## config.mk

```make
export PLATFORM = sky130hd
export DESIGN_NAME = ew_adder
export DESIGN_NICKNAME = d
export VERILOG_FILES = /design/src/rtl/ew_adder.sv
export SDC_FILE = /design/constraint.sdc
export NUM_CORES = 1
export LEC_CHECK = 0
export ABC_AREA = 0
export ABC_CLOCK_PERIOD_IN_PS = 3750
export BUFFER_PORTS_ARGS = -buffer_cell sky130_fd_sc_hd__buf_2
export CORE_ASPECT_RATIO = 0.8
export CORE_UTILIZATION = 51
export DETAILED_ROUTE_END_ITERATION = 16
export PLACE_DENSITY = 0.8
export SLEW_MARGIN = 0
export SYNTH_ARGS = -nofsm -noshare
export SYNTH_HDL_FRONTEND = slang
export SYNTH_SLANG_ARGS = --single-unit
```

## constraint.sdc

```tcl
create_clock -name clk -period 3.75 [get_ports clk]
set_input_delay 0.1875 -clock clk [delete_from_list [all_inputs] [get_ports clk]]
set_output_delay 0.1875 -clock clk [all_outputs]
set_load 0.01 [all_outputs]
```

## src/rtl/ew_adder.sv

```systemverilog
module ew_adder #(
  parameter int IMM_W = 12
) (
  input  logic             clk,
  input  logic             rst,
  input  logic             in_valid,
  input  logic [1:0]       op,
  input  logic             xlen64,
  input  logic [1:0]       src1_wc,
  input  logic [1:0]       src2_wc,
  input  logic [1:0]       dst_wc,
  input  logic [63:0]      src1,
  input  logic [63:0]      src2,
  input  logic [IMM_W-1:0] imm,
  output logic             out_valid,
  output logic [63:0]      out_result
);
  localparam logic [63:0] LOW32 = 64'h0000_0000_FFFF_FFFF;

  function automatic logic [63:0] wmask(input logic [1:0] code, input logic x64);
    case (code)
      2'b00:   wmask = x64 ? '1 : LOW32;
      2'b01:   wmask = x64 ? LOW32 : '1;
      2'b10:   wmask = 64'hFFFF;
      default: wmask = 64'hFF;
    endcase
  endfunction

  logic [63:0] m1, m2, md, imm_x, opa, opb, nsum, wres, next_res;
  logic [31:0] wsum;

  assign m1    = wmask(src1_wc, xlen64);
  assign m2    = wmask(src2_wc, xlen64);
  assign md    = wmask(dst_wc, xlen64);
  assign imm_x = {{(64-IMM_W){imm[IMM_W-1]}}, imm};

  assign opa  = src1 & m1;
  assign opb  = op[0] ? (imm_x & m1) : (src2 & m2);
  assign nsum = (opa + opb) & md;

  assign wsum = src1[31:0] + (op[0] ? imm_x[31:0] : src2[31:0]);
  assign wres = {{32{wsum[31]}}, wsum};

  assign next_res = op[1] ? wres : nsum;

  always_ff @(posedge clk) begin
    if (rst) begin
      out_valid  <= 1'b0;
      out_result <= '0;
    end else begin
      out_valid <= in_valid;
      if (in_valid) out_result <= next_res;
    end
  end

  AST_RESET_CLEAR: assert property (@(posedge clk) rst |=> (!out_valid && out_result == '0));
  AST_ONE_CYCLE: assert property (@(posedge clk) disable iff (rst) in_valid |=> out_valid);
  AST_NO_SPURIOUS: assert property (@(posedge clk) disable iff (rst) !in_valid |=> !out_valid);
  AST_HOLD: assert property (@(posedge clk) disable iff (rst) !in_valid |=> $stable(out_result));
  AST_BYTE_UPPER: assert property (@(posedge clk) disable iff (rst)
    (out_valid && !$past(op[1]) && $past(dst_wc) == 2'b11) |-> out_result[63:8] == '0);
  AST_WORD_SEXT: assert property (@(posedge clk) disable iff (rst)
    (out_valid && $past(op[1])) |-> out_result[63:32] == {32{out_result[31]}});
endmodule

```

==> summary.txt, run 1 <==
RUN STATUS
----------------------------------------------------------------------------------------
Run status                                                                  finished, final reports clean

SYNTH
----------------------------------------------------------------------------------------
Number of enable-type register cells in the synthesized netlist                        0
Flip-flop and latch count after synthesis                                             65
Syn_nets                                                                            1565
Sequential area share after synthesis                                              14.3%
Syn_area_per_cell                                                               6.85 um2
Post-Syn Area                                                                   9080 um2
Synthesized netlist cell count                                                      1326
Most used DFF post-synth                                                         dfxtp_1
Share of async-settable or async-resettable flops after synthesis                     0%
Count of warnings emitted by yosys                                                     0
Distinct cells, synth                                                                 79

STA
----------------------------------------------------------------------------------------
Number of setup violations in the final report                                         0
Setup total negative slack                                                          0 ns
Share of the cycle needed by the critical path after routing                       94.5%
Highest Clock Rate                                                             0.282 GHz
Final hold violations                                                                  0
Final worst clock skew                                                              0 ns
Max-slew violations                                                                    0
Pin slew with the least headroom to its limit                                   0.935 ns
Worst slew margin relative to its limit                                            37.6%
Minimum clock period after layout                                                3.54 ns
RSZ-0062 raised after global routing                                                  no

CELLS AND AREA
----------------------------------------------------------------------------------------
Fraction of layout instances using a drive strength above 1                        26.4%
Highest-count cells in the layout ignoring fill and taps                    buf_2, a21oi_1, nor2_1, buf_4, nand2_1
Non-filler instance count after layout                                              1858
Antenna fix cells                                                                      0
Fillers                                                                             1575
Multi-input logic area                                                          7280 um2
Layout Area Growth over Synthesis                                                  28.4%
Final net count                                                                     1867
Leading cell type in the layout, fill and taps excluded                            buf_2
Area taken by flip-flops and latches                                            1300 um2

FLOORPLAN
----------------------------------------------------------------------------------------
Total core area                                                                17400 um2
DIE AREA                                                                       18300 um2
FP Rows                                                                               43
Die Y-Extent                                                                      121 um
DIE WIDTH                                                                         151 um
Starting Density                                                                   52.2%
I/O pin total                                                                        217

PWR
----------------------------------------------------------------------------------------
Clock Power Share                                                                  25.1%
Sw power                                                                       0.00138 W
Flop pwr share                                                                     23.3%
Combinational fraction of design power                                             51.6%
Sw Ratio                                                                           40.5%
Total power divided by cell area                                              293 nW/um2
Leak pwr                                                                         5.81 nW
Maximum resistive drop on vdd                                                 0.000196 V
Total internal power                                                           0.00204 W

DETAILED ROUTING
----------------------------------------------------------------------------------------
Vias per std cell                                                                   6.03
Vias post-DR                                                                       11200
# DRC                                                                                  0
Routed wire length                                                               33.4 mm
Wirelength per Cell                                                              18.0 um
Starting DRT DRC Count                                                              1164
Final antenna-violating net count                                                      0
Number of search-and-repair iterations in the first detailed-routing pass              6

WORST SETUP PATH
----------------------------------------------------------------------------------------
Worst endpoint data arrival time                                                 3.79 ns
Buffer and inverter count on the worst path                                            2
Crit-path leading delay family                                              compound AO/OA/AOI/OAI gates
Critical path class                                                         input pin to register
Crit path max fanout                                                                  20
Most frequent cell on the critical path                                           a21o_1
Startpoint of the most critical register-to-register path                   out_result[62]
Cell chain of the critical path                                             buf_2, buf_6, mux2_2, ha_1, fa_1, a21o_1, a311o_1, a21boi_2, o211a_1, o31a_1, o31ai_4, a31oi_2, nand3_1, a21o_1, a311oi_1
Critical Path Start                                                                op[0]
Setup crit end kind                                                             register
WP data required                                                                 4.00 ns
Longest individual stage delay on the worst path                                 0.41 ns
Slowest-stage cell, CP                                                              fa_1
Kind of start point of the critical path                                       input pin

PLACEMENT
----------------------------------------------------------------------------------------
Cell Count Post-Placement                                                           1842
Final HPWL from detailed placement                                               27.3 mm
Count of buffers inserted at the top-level ports                                     216
Weighted congestion at the end of routability-driven global placement               1.01

GRT
----------------------------------------------------------------------------------------
All-layer global routing usage                                                     35.9%
First-pass GRT wire length                                                       51.5 mm
Number of global-route vias before repair                                           9834
Initial antenna violation count                                                        0
Largest net degree at the start of global routing                                     59
Aggregate global routing overflow                                                      0

CLOCKING
----------------------------------------------------------------------------------------
Root buffer cell                                                               clkbuf_16
Clock H-tree levels                                                                    3
Number of buffers created by CTS                                                       9
Setup Buffers After CTS                                                                0
Clock transition at the registers of the reported paths                          0.06 ns
Number of sinks on the clock net                                                      65
Clock tree from TritonCTS                                                            yes
Buffer depth of the longest clock path                                                 2
Clock insertion delay at the later pin of the skew report                        0.33 ns

HOLD PATH
----------------------------------------------------------------------------------------
HP Start                                                                         src1[0]
Classification of the worst-slack hold path                                 input pin to register

RUN
----------------------------------------------------------------------------------------
Maximum capacitance violations                                                         0

registers in the layout, indices dropped and copies added (netlist names):
signal / cells
out_result: 64
out_valid: 1
tightest hold or removal path, stage by stage:
cell	delay, ns
buf_2	0.08
ha_1	0.13
mux2i_1	0.06
nor2_1	0.07
layer usage:
layer / routed length (um) / track usage (%)
met1: 15100 / 51.9
met2: 13800 / 53.9
met3: 3580 / 5.64
met5: 0 / 0
met4: 978 / 11.2
power groups by stage:
stage | clock network [W] | logic (W) | registers, W
2_1_floorplan | 0 | 0.00102 | 0.000834
3_3_place_gp | 0 | 0.00170 | 0.000808
3_5_place_dp | 0 | 0.00172 | 0.000810
4_1_cts | 0.000860 | 0.00173 | 0.000796
5_1_grt | 0.000894 | 0.00191 | 0.000803
6_report | 0.000859 | 0.00176 | 0.000797
synth_stat cells, types with 6 or more instances:
library cell	n	area, um2
a211oi_1	27	203
a21o_1	53	398
a21oi_1	159	796
a22oi_1	14	105
a311oi_1	6	52.6
a31oi_1	12	75.1
and2_1	44	275
and3_1	12	75.1
clkbuf_1	73	274
dfxtp_1	65	1300
ha_1	86	1080
inv_1	49	184
mux2_2	9	101
mux2i_1	10	100
nand2_1	102	383
nand2b_1	11	68.8
nand3_1	31	155
nand4_1	26	163
nor2_1	159	597
nor2b_1	29	181
nor3_1	36	180
nor4_1	7	43.8
o21a_1	9	67.6
o21ai_0	89	445
o21bai_1	14	105
o22ai_1	6	37.5
or2_2	7	43.8
xnor2_1	46	403
xor2_1	34	298
logic make-up after synthesis:
kind of cell	count (synthesis)	synth area share, %
AO/OA/AOI/OAI	460	32.3
buffers and inverters	133	5.76
multiplexers	19	2.22
flip-flops	65	14.3
XOR/XNOR	80	7.72
AND/OR/NAND/NOR	482	25.6
adder cells (fa/ha/maj)	87	12.1
final cells by class:
cell class	instances	area share [%]
clock buffers	9	1.93
clock inverters	7	0.612
flip-flops and latches	65	11.2
well taps	225	2.41
inverters	49	1.58
repair buffers	375	19.9
multi-input cells	1128	62.4
what timing repair did:
action                                  CTS  global route
resized for setup                         0             6
hold buffers                              0             0
endpoints found under the setup margin    0            17
hold endpoints to repair                  0             0
path summary, 6_finish.rpt:
kind                          to  slack, ns  cells after the start
hold reg to reg   out_result[53]       0.48                      2
setup / recovery  out_result[58]       0.21                     15
hold / removal     out_result[0]       0.24                      4
setup reg to reg  out_result[62]       2.50                      3
metrics by stage:
stage	hold WS, ns	total power (W)	worst slack, ns	util (%)	area [um2]
2_1_floorplan	0.293	0.00185	0.0938	-	9080
3_3_place_gp	0.463	0.00251	-0.0718	65.3	11300
3_5_place_dp	0.469	0.00253	-0.151	65.3	11300
4_1_cts	0.234	0.00338	0.177	67.0	11600
5_1_grt	0.261	0.00361	0.0161	67.1	11700
6_report	0.241	0.00342	0.206	67.1	11700
(Power assumes the default switching activity.)
==> run 2, diff against run 1 <==
- BUFFER_PORTS_ARGS: -buffer_cell sky130_fd_sc_hd__buf_2 -> -buffer_cell sky130_fd_sc_hd__buf_4
- TNS_END_PERCENT: unset -> 50
==> summary.txt, run 2 (synthesis results as in run 1) <==
STA
----------------------------------------------------------------------------------------
Max-slew violations                                                                    0
Final worst clock skew                                                              0 ns
Highest Clock Rate                                                             0.273 GHz
RSZ-0062 raised after global routing                                                 yes
Minimum clock period after layout                                                3.66 ns
Share of the cycle needed by the critical path after routing                       97.6%
Worst slew margin relative to its limit                                            45.1%
Number of setup violations in the final report                                         0
Final hold violations                                                                  0
Pin slew with the least headroom to its limit                                   0.823 ns

GRT
----------------------------------------------------------------------------------------
Aggregate global routing overflow                                                      0
Initial antenna violation count                                                        0
Largest net degree at the start of global routing                                     71
First-pass GRT wire length                                                       53.3 mm
Number of global-route vias before repair                                          10200
All-layer global routing usage                                                     37.5%

WORST SETUP PATH
----------------------------------------------------------------------------------------
Kind of start point of the critical path                                       input pin
Register-to-register path setup slack                                            2.49 ns
WP data required                                                                 3.98 ns
Longest individual stage delay on the worst path                                 0.57 ns
Cell chain of the critical path                                             buf_4, buf_4, buf_4, mux2_2, ha_1, buf_4, nor2_1, nor2_1, a21boi_4, a21oi_1, o21ai_1, buf_4, o31ai_1, a41oi_1, xnor2_1, nand3_1, o311ai_0
Setup crit end kind                                                             register
Slowest-stage cell, CP                                                           o31ai_1
Worst endpoint data arrival time                                                 3.89 ns
Startpoint of the most critical register-to-register path                   out_result[62]
Crit path max fanout                                                                  11
Most frequent cell on the critical path                                            buf_4
Depth of the most critical reg-to-reg path                                             3
Critical path class                                                         input pin to register
Endpoint of the most critical register-to-register path                     out_result[62]

CLOCKING
----------------------------------------------------------------------------------------
Hold buffers post-CTS                                                                  0
Buffer depth of the longest clock path                                                 2
Clock insertion delay at the later pin of the skew report                        0.34 ns
Clock tree from TritonCTS                                                            yes
Number of buffers created by CTS                                                       9
Clock transition at the registers of the reported paths                          0.06 ns
Clock H-tree levels                                                                    3
Number of sinks on the clock net                                                      65
Root buffer cell                                                               clkbuf_16

HOLD PATH
----------------------------------------------------------------------------------------
HP Start                                                                         src1[0]
Hold endpoint                                                               out_result[0]
Classification of the worst-slack hold path                                 input pin to register
Worst hold stages                                                                      4

PWR
----------------------------------------------------------------------------------------
Leak pwr                                                                         5.95 nW
Total power divided by cell area                                              302 nW/um2
Maximum resistive drop on vdd                                                 0.000229 V

DETAILED ROUTING
----------------------------------------------------------------------------------------
Wirelength per Cell                                                              18.7 um
Routed wire length                                                               34.7 mm
Final antenna-violating net count                                                      0
Starting DRT DRC Count                                                              1077
Vias post-DR                                                                       11200
Vias per std cell                                                                   6.04
# DRC                                                                                  0
Number of search-and-repair iterations in the first detailed-routing pass             11

CELLS AND AREA
----------------------------------------------------------------------------------------
Post-layout instance area                                                      12200 um2
Highest-count cells in the layout ignoring fill and taps                    buf_4, a21oi_1, nor2_1
Largest registers                                                           out_result x64, out_valid x1
Fraction of layout instances using a drive strength above 1                        26.1%
Number of flip-flops under the largest register name                                  64
Antenna fix cells                                                                      0
Layout Area Growth over Synthesis                                                  34.4%
Register ranked first by flip-flop count                                      out_result
Leading cell type in the layout, fill and taps excluded                            buf_4
Post-route core utilization                                                        70.2%
Final net count                                                                     1858

FLOORPLAN
----------------------------------------------------------------------------------------
Starting Density                                                                   52.2%
I/O pin total                                                                        217
Die Y-Extent                                                                      121 um
Total core area                                                                17400 um2
DIE WIDTH                                                                         151 um
DIE AREA                                                                       18300 um2
FP Rows                                                                               43

RUN
----------------------------------------------------------------------------------------
Maximum capacitance violations                                                         0

RUN STATUS
----------------------------------------------------------------------------------------
Run status                                                                  finished, final reports clean

PLACEMENT
----------------------------------------------------------------------------------------
Count of buffers inserted at the top-level ports                                     216
Weighted congestion at the end of routability-driven global placement               1.03
Post-DP Area                                                                   11800 um2
Final HPWL from detailed placement                                               28.2 mm

## run 2: cell count changes in the layout (fill, tap and decap cells not counted), sizes merged
cell | previous run | this run
buf | 375 | 366
bufinv | 1 | 3
clkinv | 6 | 2
inv | 49 | 51
## run 2: per-stage QoR
step	setup WS, ns	power [W]	setup TNS (ns)	hold WS, ns	std cells
after detailed placement	-0.275	0.00261	-2.38	0.467	1833
after CTS	0.0654	0.00365	0	0.260	1849
after global routing	-0.0391	0.00388	-0.0964	0.259	1849
after floorplan	0.0938	0.00185	0	0.293	1326
after global placement	-0.183	0.00260	-1.31	0.468	1833
final	0.0912	0.00369	0	0.266	1849
## run 2: layer usage
metal	global-route usage, %	up-vias	wire length, um
met5	0	-	0
met4	13.3	0	1040
met3	7.07	69	3610
met2	55.7	602	14500
met1	53.5	5130	15500
li1	-	5369	-
## run 2: how the worst max path moves through the flow
| stage | from | end | slack [ns] |
|---|---|---|---|
| global route | src1_wc[0] | out_result[59] | -0.04 |
| global placement | op[0] | out_result[28] | -0.18 |
| CTS | src2_wc[1] | out_result[59] | 0.07 |
| detailed placement | src2_wc[1] | out_result[59] | -0.27 |
| floorplan | op[0] | out_result[46] | 0.09 |
| finish | op[0] | out_result[30] | 0.09 |
## run 2: final cells by class
class                   instances  area, um2
inverters                      49        184
clock inverters                 7        125
well taps                     225        282
flip-flops and latches         65       1300
clock buffers                   9        225
repair buffers                366       2790
fillers                      1541       5170
multi-input cells            1128       7300
## run 2: worst max-delay path, delay by kind of cell
kind	cells	cell delay (ns)
AND/OR/NAND/NOR	3	0.40
AO/OA/AOI/OAI	6	1.39
multiplexers	1	0.36
buffers and inverters	5	0.82
XOR/XNOR	1	0.43
adder cells (fa/ha/maj)	1	0.29
## run 2: where the power goes
group	switching, W	internal (W)
Combinational	0.00101	0.000839
Sequential	0.0000438	0.000757
Clock	0.000377	0.000657
Total	0.00143	0.00225
## run 2: what timing repair did
item                                    in CTS  in global routing
gates resized for setup                      0                 11
hold endpoints to repair                     0                  0
endpoints found under the setup margin       0                 12
setup buffers                                0                  0
